## src/rtl/sdsm_pkg.sv

```systemverilog
package sdsm_pkg;

  localparam int DATA_W     = 32;
  localparam int BYTE_W     = 8;
  localparam int HALF_W     = 2 * BYTE_W;
  localparam int LANES      = DATA_W / BYTE_W;
  localparam int LANE_IDX_W = $clog2(LANES);
  localparam int SHIFT_W    = $clog2(DATA_W);
  localparam int SEL_W      = 3;
  localparam int POL_W      = 2;
  localparam int N_SRC      = 2;

  typedef enum logic [SEL_W-1:0] {
    SEL_WHOLE = 3'd0,
    SEL_B0    = 3'd1,
    SEL_B1    = 3'd2,
    SEL_B2    = 3'd3,
    SEL_B3    = 3'd4,
    SEL_H0    = 3'd5,
    SEL_H1    = 3'd6,
    SEL_RSVD  = 3'd7
  } selCode_t;

  typedef enum logic [POL_W-1:0] {
    POL_KEEP  = 2'd0,
    POL_ZERO  = 2'd1,
    POL_SIGN  = 2'd2,
    POL_KEEP2 = 2'd3
  } policy_t;

  // Decoded field: neither flag set means whole word
  typedef struct packed {
    logic                  isByte;
    logic                  isHalf;
    logic [LANE_IDX_W-1:0] lane;
  } fieldDec_t;

  typedef struct packed {
    logic                   capture;
    fieldDec_t [N_SRC-1:0]  srcField;
    logic [N_SRC-1:0]       srcSext;
    logic [N_SRC-1:0]       fpAbs;
    logic [N_SRC-1:0]       fpNeg;
    fieldDec_t              dstField;
    logic                   padZero;
    logic                   signFill;
    logic                   keepOld;
  } strobe_t;

  function automatic fieldDec_t decodeSel(input logic [SEL_W-1:0] code);
    fieldDec_t f;
    f = '0;
    case (code)
      SEL_B0:  begin f.isByte = 1'b1; f.lane = LANE_IDX_W'(0); end
      SEL_B1:  begin f.isByte = 1'b1; f.lane = LANE_IDX_W'(1); end
      SEL_B2:  begin f.isByte = 1'b1; f.lane = LANE_IDX_W'(2); end
      SEL_B3:  begin f.isByte = 1'b1; f.lane = LANE_IDX_W'(3); end
      SEL_H0:  begin f.isHalf = 1'b1; f.lane = LANE_IDX_W'(0); end
      SEL_H1:  begin f.isHalf = 1'b1; f.lane = LANE_IDX_W'(2); end
      default: f = '0;
    endcase
    return f;
  endfunction

endpackage

```

## src/rtl/sdsm_ctrl.sv

```systemverilog
module sdsm_ctrl
  import sdsm_pkg::*;
(
  input  logic                    clk,
  input  logic                    rstN,
  input  logic                    inValid,
  input  logic [N_SRC*SEL_W-1:0]  srcSelBus,
  input  logic [N_SRC-1:0]        srcSext,
  input  logic [N_SRC-1:0]        srcAbs,
  input  logic [N_SRC-1:0]        srcNeg,
  input  logic [N_SRC-1:0]        srcIsInt,
  input  logic [SEL_W-1:0]        dstSel,
  input  logic [POL_W-1:0]        dstPolicy,
  output strobe_t                 strb,
  output logic                    outValid
);

  always_comb begin
    strb          = '0;
    strb.capture  = inValid;
    for (int i = 0; i < N_SRC; i++) begin
      strb.srcField[i] = decodeSel(srcSelBus[i*SEL_W +: SEL_W]);
      strb.srcSext[i]  = srcSext[i];
      strb.fpAbs[i]    = srcAbs[i] & ~srcIsInt[i];
      strb.fpNeg[i]    = srcNeg[i] & ~srcIsInt[i];
    end
    strb.dstField = decodeSel(dstSel);
    strb.padZero  = (dstPolicy == POL_ZERO);
    strb.signFill = (dstPolicy == POL_SIGN);
    strb.keepOld  = (dstPolicy == POL_KEEP) || (dstPolicy == POL_KEEP2);
  end

  always_ff @(posedge clk or negedge rstN) begin
    if (!rstN) outValid <= 1'b0;
    else       outValid <= inValid;
  end


  valid_follow_chk: assert property (@(posedge clk) disable iff (!rstN)
    inValid |=> outValid);


  idle_follow_chk: assert property (@(posedge clk) disable iff (!rstN)
    !inValid |=> !outValid);


  dst_field_onehot_chk: assert property (@(posedge clk) disable iff (!rstN)
    $onehot0({strb.dstField.isByte, strb.dstField.isHalf}));

endmodule

```

## src/rtl/sdsm_datapath.sv

```systemverilog
module sdsm_datapath
  import sdsm_pkg::*;
(
  input  logic                    clk,
  input  logic                    rstN,
  input  strobe_t                 strb,
  input  logic [N_SRC*DATA_W-1:0] srcBus,
  input  logic [DATA_W-1:0]       oldDst,
  input  logic [DATA_W-1:0]       result,
  output logic [N_SRC*DATA_W-1:0] opndBus,
  output logic [DATA_W-1:0]       dstMerged
);

  function automatic logic [DATA_W-1:0] fieldMask(input fieldDec_t f);
    if (f.isByte)      return DATA_W'({BYTE_W{1'b1}});
    else if (f.isHalf) return DATA_W'({HALF_W{1'b1}});
    else               return {DATA_W{1'b1}};
  endfunction

  function automatic logic [SHIFT_W-1:0] fieldShift(input fieldDec_t f);
    return SHIFT_W'(f.lane) * SHIFT_W'(BYTE_W);
  endfunction

  function automatic logic fieldTop(input fieldDec_t f, input logic [DATA_W-1:0] v);
    if (f.isByte)      return v[BYTE_W-1];
    else if (f.isHalf) return v[HALF_W-1];
    else               return v[DATA_W-1];
  endfunction

  // ---------------- source conditioning ----------------
  logic [DATA_W-1:0] opndNext [N_SRC];
  logic [DATA_W-1:0] opndQ    [N_SRC];

  for (genvar g = 0; g < N_SRC; g++) begin : gSrc
    logic [DATA_W-1:0] srcVal;
    logic [DATA_W-1:0] rawField;
    logic [DATA_W-1:0] mask;
    logic [DATA_W-1:0] extVal;
    logic              narrow;
    logic              signBit;

    assign srcVal = srcBus[g*DATA_W +: DATA_W];

    always_comb begin
      mask     = fieldMask(strb.srcField[g]);
      narrow   = strb.srcField[g].isByte | strb.srcField[g].isHalf;
      rawField = (srcVal >> fieldShift(strb.srcField[g])) & mask;
      extVal   = rawField;
      if (narrow && strb.srcSext[g] && fieldTop(strb.srcField[g], rawField))
        extVal = rawField | ~mask;
      signBit = extVal[DATA_W-1];
      if (strb.fpAbs[g]) signBit = 1'b0;
      if (strb.fpNeg[g]) signBit = ~signBit;
      opndNext[g] = {signBit, extVal[DATA_W-2:0]};
    end

    always_ff @(posedge clk or negedge rstN) begin
      if (!rstN)            opndQ[g] <= '0;
      else if (strb.capture) opndQ[g] <= opndNext[g];
    end

    assign opndBus[g*DATA_W +: DATA_W] = opndQ[g];


    abs_clear_chk: assert property (@(posedge clk) disable iff (!rstN)
      strb.capture && strb.fpAbs[g] && !strb.fpNeg[g] |=> !opndQ[g][DATA_W-1]);


    abs_then_neg_chk: assert property (@(posedge clk) disable iff (!rstN)
      strb.capture && strb.fpAbs[g] && strb.fpNeg[g] |=> opndQ[g][DATA_W-1]);


    whole_pass_chk: assert property (@(posedge clk) disable iff (!rstN)
      strb.capture && !strb.srcField[g].isByte && !strb.srcField[g].isHalf
      && !strb.fpAbs[g] && !strb.fpNeg[g]
      |=> opndQ[g] == $past(srcBus[g*DATA_W +: DATA_W]));
  end

  // ---------------- destination merge ----------------
  logic [DATA_W-1:0] dMask;
  logic [SHIFT_W-1:0] dShift;
  logic [DATA_W-1:0] resLow;
  logic [DATA_W-1:0] placed;
  logic [DATA_W-1:0] fieldPos;
  logic [DATA_W-1:0] belowMask;
  logic [DATA_W-1:0] aboveMask;
  logic [DATA_W-1:0] outside;
  logic [DATA_W-1:0] mergeNext;
  logic              resTop;

  always_comb begin
    dMask     = fieldMask(strb.dstField);
    dShift    = fieldShift(strb.dstField);
    resLow    = result & dMask;
    resTop    = fieldTop(strb.dstField, resLow);
    placed    = resLow << dShift;
    fieldPos  = dMask << dShift;
    belowMask = ~({DATA_W{1'b1}} << dShift);
    aboveMask = ~(fieldPos | belowMask);
    if (strb.keepOld)       outside = oldDst & ~fieldPos;
    else if (strb.signFill) outside = resTop ? aboveMask : '0;
    else                    outside = '0;
    mergeNext = placed | outside;
  end

  always_ff @(posedge clk or negedge rstN) begin
    if (!rstN)             dstMerged <= '0;
    else if (strb.capture) dstMerged <= mergeNext;
  end


  whole_dst_chk: assert property (@(posedge clk) disable iff (!rstN)
    strb.capture && !strb.dstField.isByte && !strb.dstField.isHalf
    |=> dstMerged == $past(result));


  keep_low_byte_chk: assert property (@(posedge clk) disable iff (!rstN)
    strb.capture && strb.keepOld && strb.dstField.isByte && strb.dstField.lane == '0
    |=> dstMerged[DATA_W-1:BYTE_W] == $past(oldDst[DATA_W-1:BYTE_W]));


  pad_upper_half_chk: assert property (@(posedge clk) disable iff (!rstN)
    strb.capture && strb.padZero && strb.dstField.isHalf && strb.dstField.lane != '0
    |=> dstMerged[HALF_W-1:0] == '0);

endmodule

```

## src/rtl/subdword_sel_merge.sv

```systemverilog
module subdword_sel_merge
  import sdsm_pkg::*;
(
  input  logic        clk,
  input  logic        rstN,
  input  logic        inValid,
  input  logic [31:0] src0,
  input  logic [31:0] src1,
  input  logic [31:0] oldDst,
  input  logic [31:0] result,
  input  logic [2:0]  src0Sel,
  input  logic [2:0]  src1Sel,
  input  logic        src0Sext,
  input  logic        src1Sext,
  input  logic        src0Abs,
  input  logic        src1Abs,
  input  logic        src0Neg,
  input  logic        src1Neg,
  input  logic        src0IsInt,
  input  logic        src1IsInt,
  input  logic [2:0]  dstSel,
  input  logic [1:0]  dstPolicy,
  output logic        outValid,
  output logic [31:0] opnd0,
  output logic [31:0] opnd1,
  output logic [31:0] dstMerged
);

  strobe_t                 strb;
  logic [N_SRC*DATA_W-1:0] opndBus;

  sdsm_ctrl i_ctrl (
    .clk       (clk),
    .rstN      (rstN),
    .inValid   (inValid),
    .srcSelBus ({src1Sel, src0Sel}),
    .srcSext   ({src1Sext, src0Sext}),
    .srcAbs    ({src1Abs, src0Abs}),
    .srcNeg    ({src1Neg, src0Neg}),
    .srcIsInt  ({src1IsInt, src0IsInt}),
    .dstSel    (dstSel),
    .dstPolicy (dstPolicy),
    .strb      (strb),
    .outValid  (outValid)
  );

  sdsm_datapath i_dp (
    .clk       (clk),
    .rstN      (rstN),
    .strb      (strb),
    .srcBus    ({src1, src0}),
    .oldDst    (oldDst),
    .result    (result),
    .opndBus   (opndBus),
    .dstMerged (dstMerged)
  );

  assign opnd0 = opndBus[DATA_W-1:0];
  assign opnd1 = opndBus[2*DATA_W-1:DATA_W];

endmodule

```

## config.mk

```make
export PLATFORM = sky130hd
export DESIGN_NAME = subdword_sel_merge
export DESIGN_NICKNAME = d
export VERILOG_FILES = /design/src/rtl/sdsm_pkg.sv /design/src/rtl/sdsm_ctrl.sv /design/src/rtl/sdsm_datapath.sv /design/src/rtl/subdword_sel_merge.sv
export SDC_FILE = /design/constraint.sdc
export NUM_CORES = 1
export LEC_CHECK = 0
export ABC_CLOCK_PERIOD_IN_PS = 900
export BUFFER_PORTS_ARGS = -buffer_cell sky130_fd_sc_hd__buf_2
export CAP_MARGIN = 5
export CELL_PAD_IN_SITES_DETAIL_PLACEMENT = 0
export CELL_PAD_IN_SITES_GLOBAL_PLACEMENT = 1
export CORE_MARGIN = 1.5
export CORE_UTILIZATION = 35
export DETAILED_ROUTE_END_ITERATION = 16
export PLACE_DENSITY = 0.78
export SYNTH_ARGS = -nofsm -noshare
export SYNTH_HDL_FRONTEND = slang
export SYNTH_HIERARCHICAL = 1
export SYNTH_SLANG_ARGS = --single-unit
```

## constraint.sdc

```tcl
create_clock -name clk -period 0.9 [get_ports clk]
set_input_delay 0.09 -clock clk [delete_from_list [all_inputs] [get_ports clk]]
set_output_delay 0.09 -clock clk [all_outputs]
set_load 0.005 [all_outputs]
```

==> out/metrics.yaml <==
start_kind: "input port"
worst_slack_ps: -488
p_per_area_nw_per_um2: 1470
p_int_mw: 11.5
drive_above_1_share_pct: 67.1
whs_ps: 7.69
highest_layer: "met4"
outcome: "finished with violations"
numCtsBuffers: 9
port_buffers: 246
gp_congestion: 0.876
htree_num_levels: 3
wl_um: 24800
period_minus_slack_ps: 1390
dr_wl_met2_um: 12100
p_total_mw: 17.1
start_util_pct: 35.6
max_clock_freq_ghz: 0.721
routed-via-count: 7168
relSlewSlack_pct: 74.5
grt_pass1_vias: 7116
drtIter0Drc: 342
overflow: 0
cp_max_fo: 8
place_hpwl_um: 16700
grt_max_degree: 27
clkPwrFrac_pct: 25.3
p_switching_mw: 5.57
grt_pass1_wl_um: 36900
clk_pin_slew_ps: 70
synthesis.nets: 803
dieArea_sq_um: 17400
wl_per_cell_um: 18.3
drc: 0
wl_met1_um: 10300
io_pins: 247
core-area_sq_um: 16400
die_h_um: 132
maxSlewViolCount: 0
violations: "negative setup slack"
syn_area_sq_um: 5830
track_usage_pct: 26.8
crit_type: "in -> reg"
share_seq_of_total_power_pct: 31.7
die_x_um: 132
finalClockSkew_ps: 0
cts_sinks: 97
critPathRequiredTime_ps: 1170
clockRootBuffer: "clkbuf_16"
setup_viol: 193
hold_violations: 0
yosys_warnings: 6
antenna_found_initial: 2
clock_latency_ps: 360
nets: 1280
synthCells: 652
tightest_slew_ps: 383
synth_area_per_cell_sq_um: 8.95
min_path_type: "in -> reg"
routed-wl-met3_um: 1510
rsz0062_at_grt: "yes"
fin_tns_setup_ps: -44970
area_delta_synth_final_pct: 98.4
p_leak_nw: 5.28
drtPass1Iterations: 5
cts_buffer_depth: 2
worstSetupEndpointType: "flip-flop"
cts_tree: "done"
viasPerCell: 5.29
period_share_pct: 154
swShare_pct: 32.7
pwr-share-comb_pct: 43.0
maxCapViolCount: 0
rows: 47
ant_nets: 0
ir_drop_mv: 1.14
arrival_ps: 1660
==> cell type report <==
type	instances	area, sq um
Clock inverter	7	100
Multi-Input combinational cell	500	4570
Tap cell	220	275
Antenna cell	2	5.00
Inverter	8	32.5
Sequential cell	97	2430
Timing Repair Buffer	513	3930
Clock buffer	9	225
Fill cell	1154	4840
==> metrics by stage <==
stage | util, % | cell area, sq um | cells | setup WS [ps]
finish | 70.5 | 11600 | 1356 | -488
floorplan | - | 6370 | 652 | -633
global route | 70.5 | 11600 | 1355 | -612
CTS | 65.7 | 10800 | 1318 | -472
global placement | 54.0 | 8860 | 1219 | -921
detailed placement | 54.0 | 8860 | 1219 | -967
==> worst paths after layout <==
kind                                              start                             to  slack (ps)  cells past startpoint
min in group asynchronous                          rstN    i_dp/opndBus[6]$_DFFE_PN0P_         160                      2
max in group asynchronous                          rstN   i_dp/opndBus[30]$_DFFE_PN0P_         280                      3
min                                           oldDst[3]  i_dp/dstMerged[3]$_DFFE_PN0P_           8                      3
max                                          src0Sel[2]   i_dp/opndBus[17]$_DFFE_PN0P_        -490                     10
max reg2reg                i_dp/opndBus[13]$_DFFE_PN0P_   i_dp/opndBus[13]$_DFFE_PN0P_         -20                      3
min reg2reg                i_dp/opndBus[41]$_DFFE_PN0P_   i_dp/opndBus[41]$_DFFE_PN0P_         480                      1
==> sequential cells by signal (all words and copies together), names as in the netlist <==
| name | cells |
|---|---|
| i_dp/opndBus | 64 |
| i_ctrl/outValid | 1 |
| i_dp/dstMerged | 32 |
==> cell usage in the layout, fill, tap and decap left out, types with 7 or more instances in the layout <==
cell type / n
buf_8: 7
dfrtp_1: 97
o21ai_2: 20
buf_2: 236
nand2_2: 21
buf_4: 191
nand2_1: 38
a31oi_1: 19
a31oi_4: 21
nor2b_1: 7
a21oi_2: 26
nand3_1: 9
o21ai_1: 15
nor2_4: 12
o21a_1: 16
nor2_1: 94
clkbuf_16: 11
a21oi_1: 24
a221oi_4: 7
a221oi_2: 11
buf_6: 40
buf_12: 29
mux2_4: 40
nor3_2: 8
mux2i_1: 26
a22oi_2: 16
==> layer usage <==
metal | global-route usage (%) | up-vias
li1 | - | 3305
met3 | 5.31 | 63
met2 | 44.7 | 302
met4 | 11.2 | 0
met1 | 34.0 | 3498
met5 | 0 | -
==> critical path, cell delays in order <==
cell	delay (ps)
buf_12	100
nand3b_1	160
o21ai_2	80
buf_6	150
mux2_4	180
nor3b_4	40
a311oi_2	320
nand2_2	170
buf_12	190
a31oi_1	180
==> power by group through the flow <==
stage | clock, mW | sequential, mW | combinational [mW]
finish | 4.31 | 5.40 | 7.34
global placement | 0 | 5.48 | 4.95
global route | 4.60 | 5.45 | 7.82
detailed placement | 0 | 5.47 | 5.01
floorplan | 0 | 5.49 | 2.47
CTS | 4.38 | 5.39 | 6.44
==> timing repair <==
| action | in CTS | in global routing |
|---|---|---|
| pin swaps | 76 | 67 |
| cloned | 8 | 1 |
| hold buffers | 5 | 0 |
| setup buffers | 74 | 44 |
| setup endpoints to repair | 193 | 193 |
| gates resized for setup | 174 | 99 |
| hold endpoints to repair | 101 | 0 |
No activity file was read; power rests on OpenSTA's default activity.
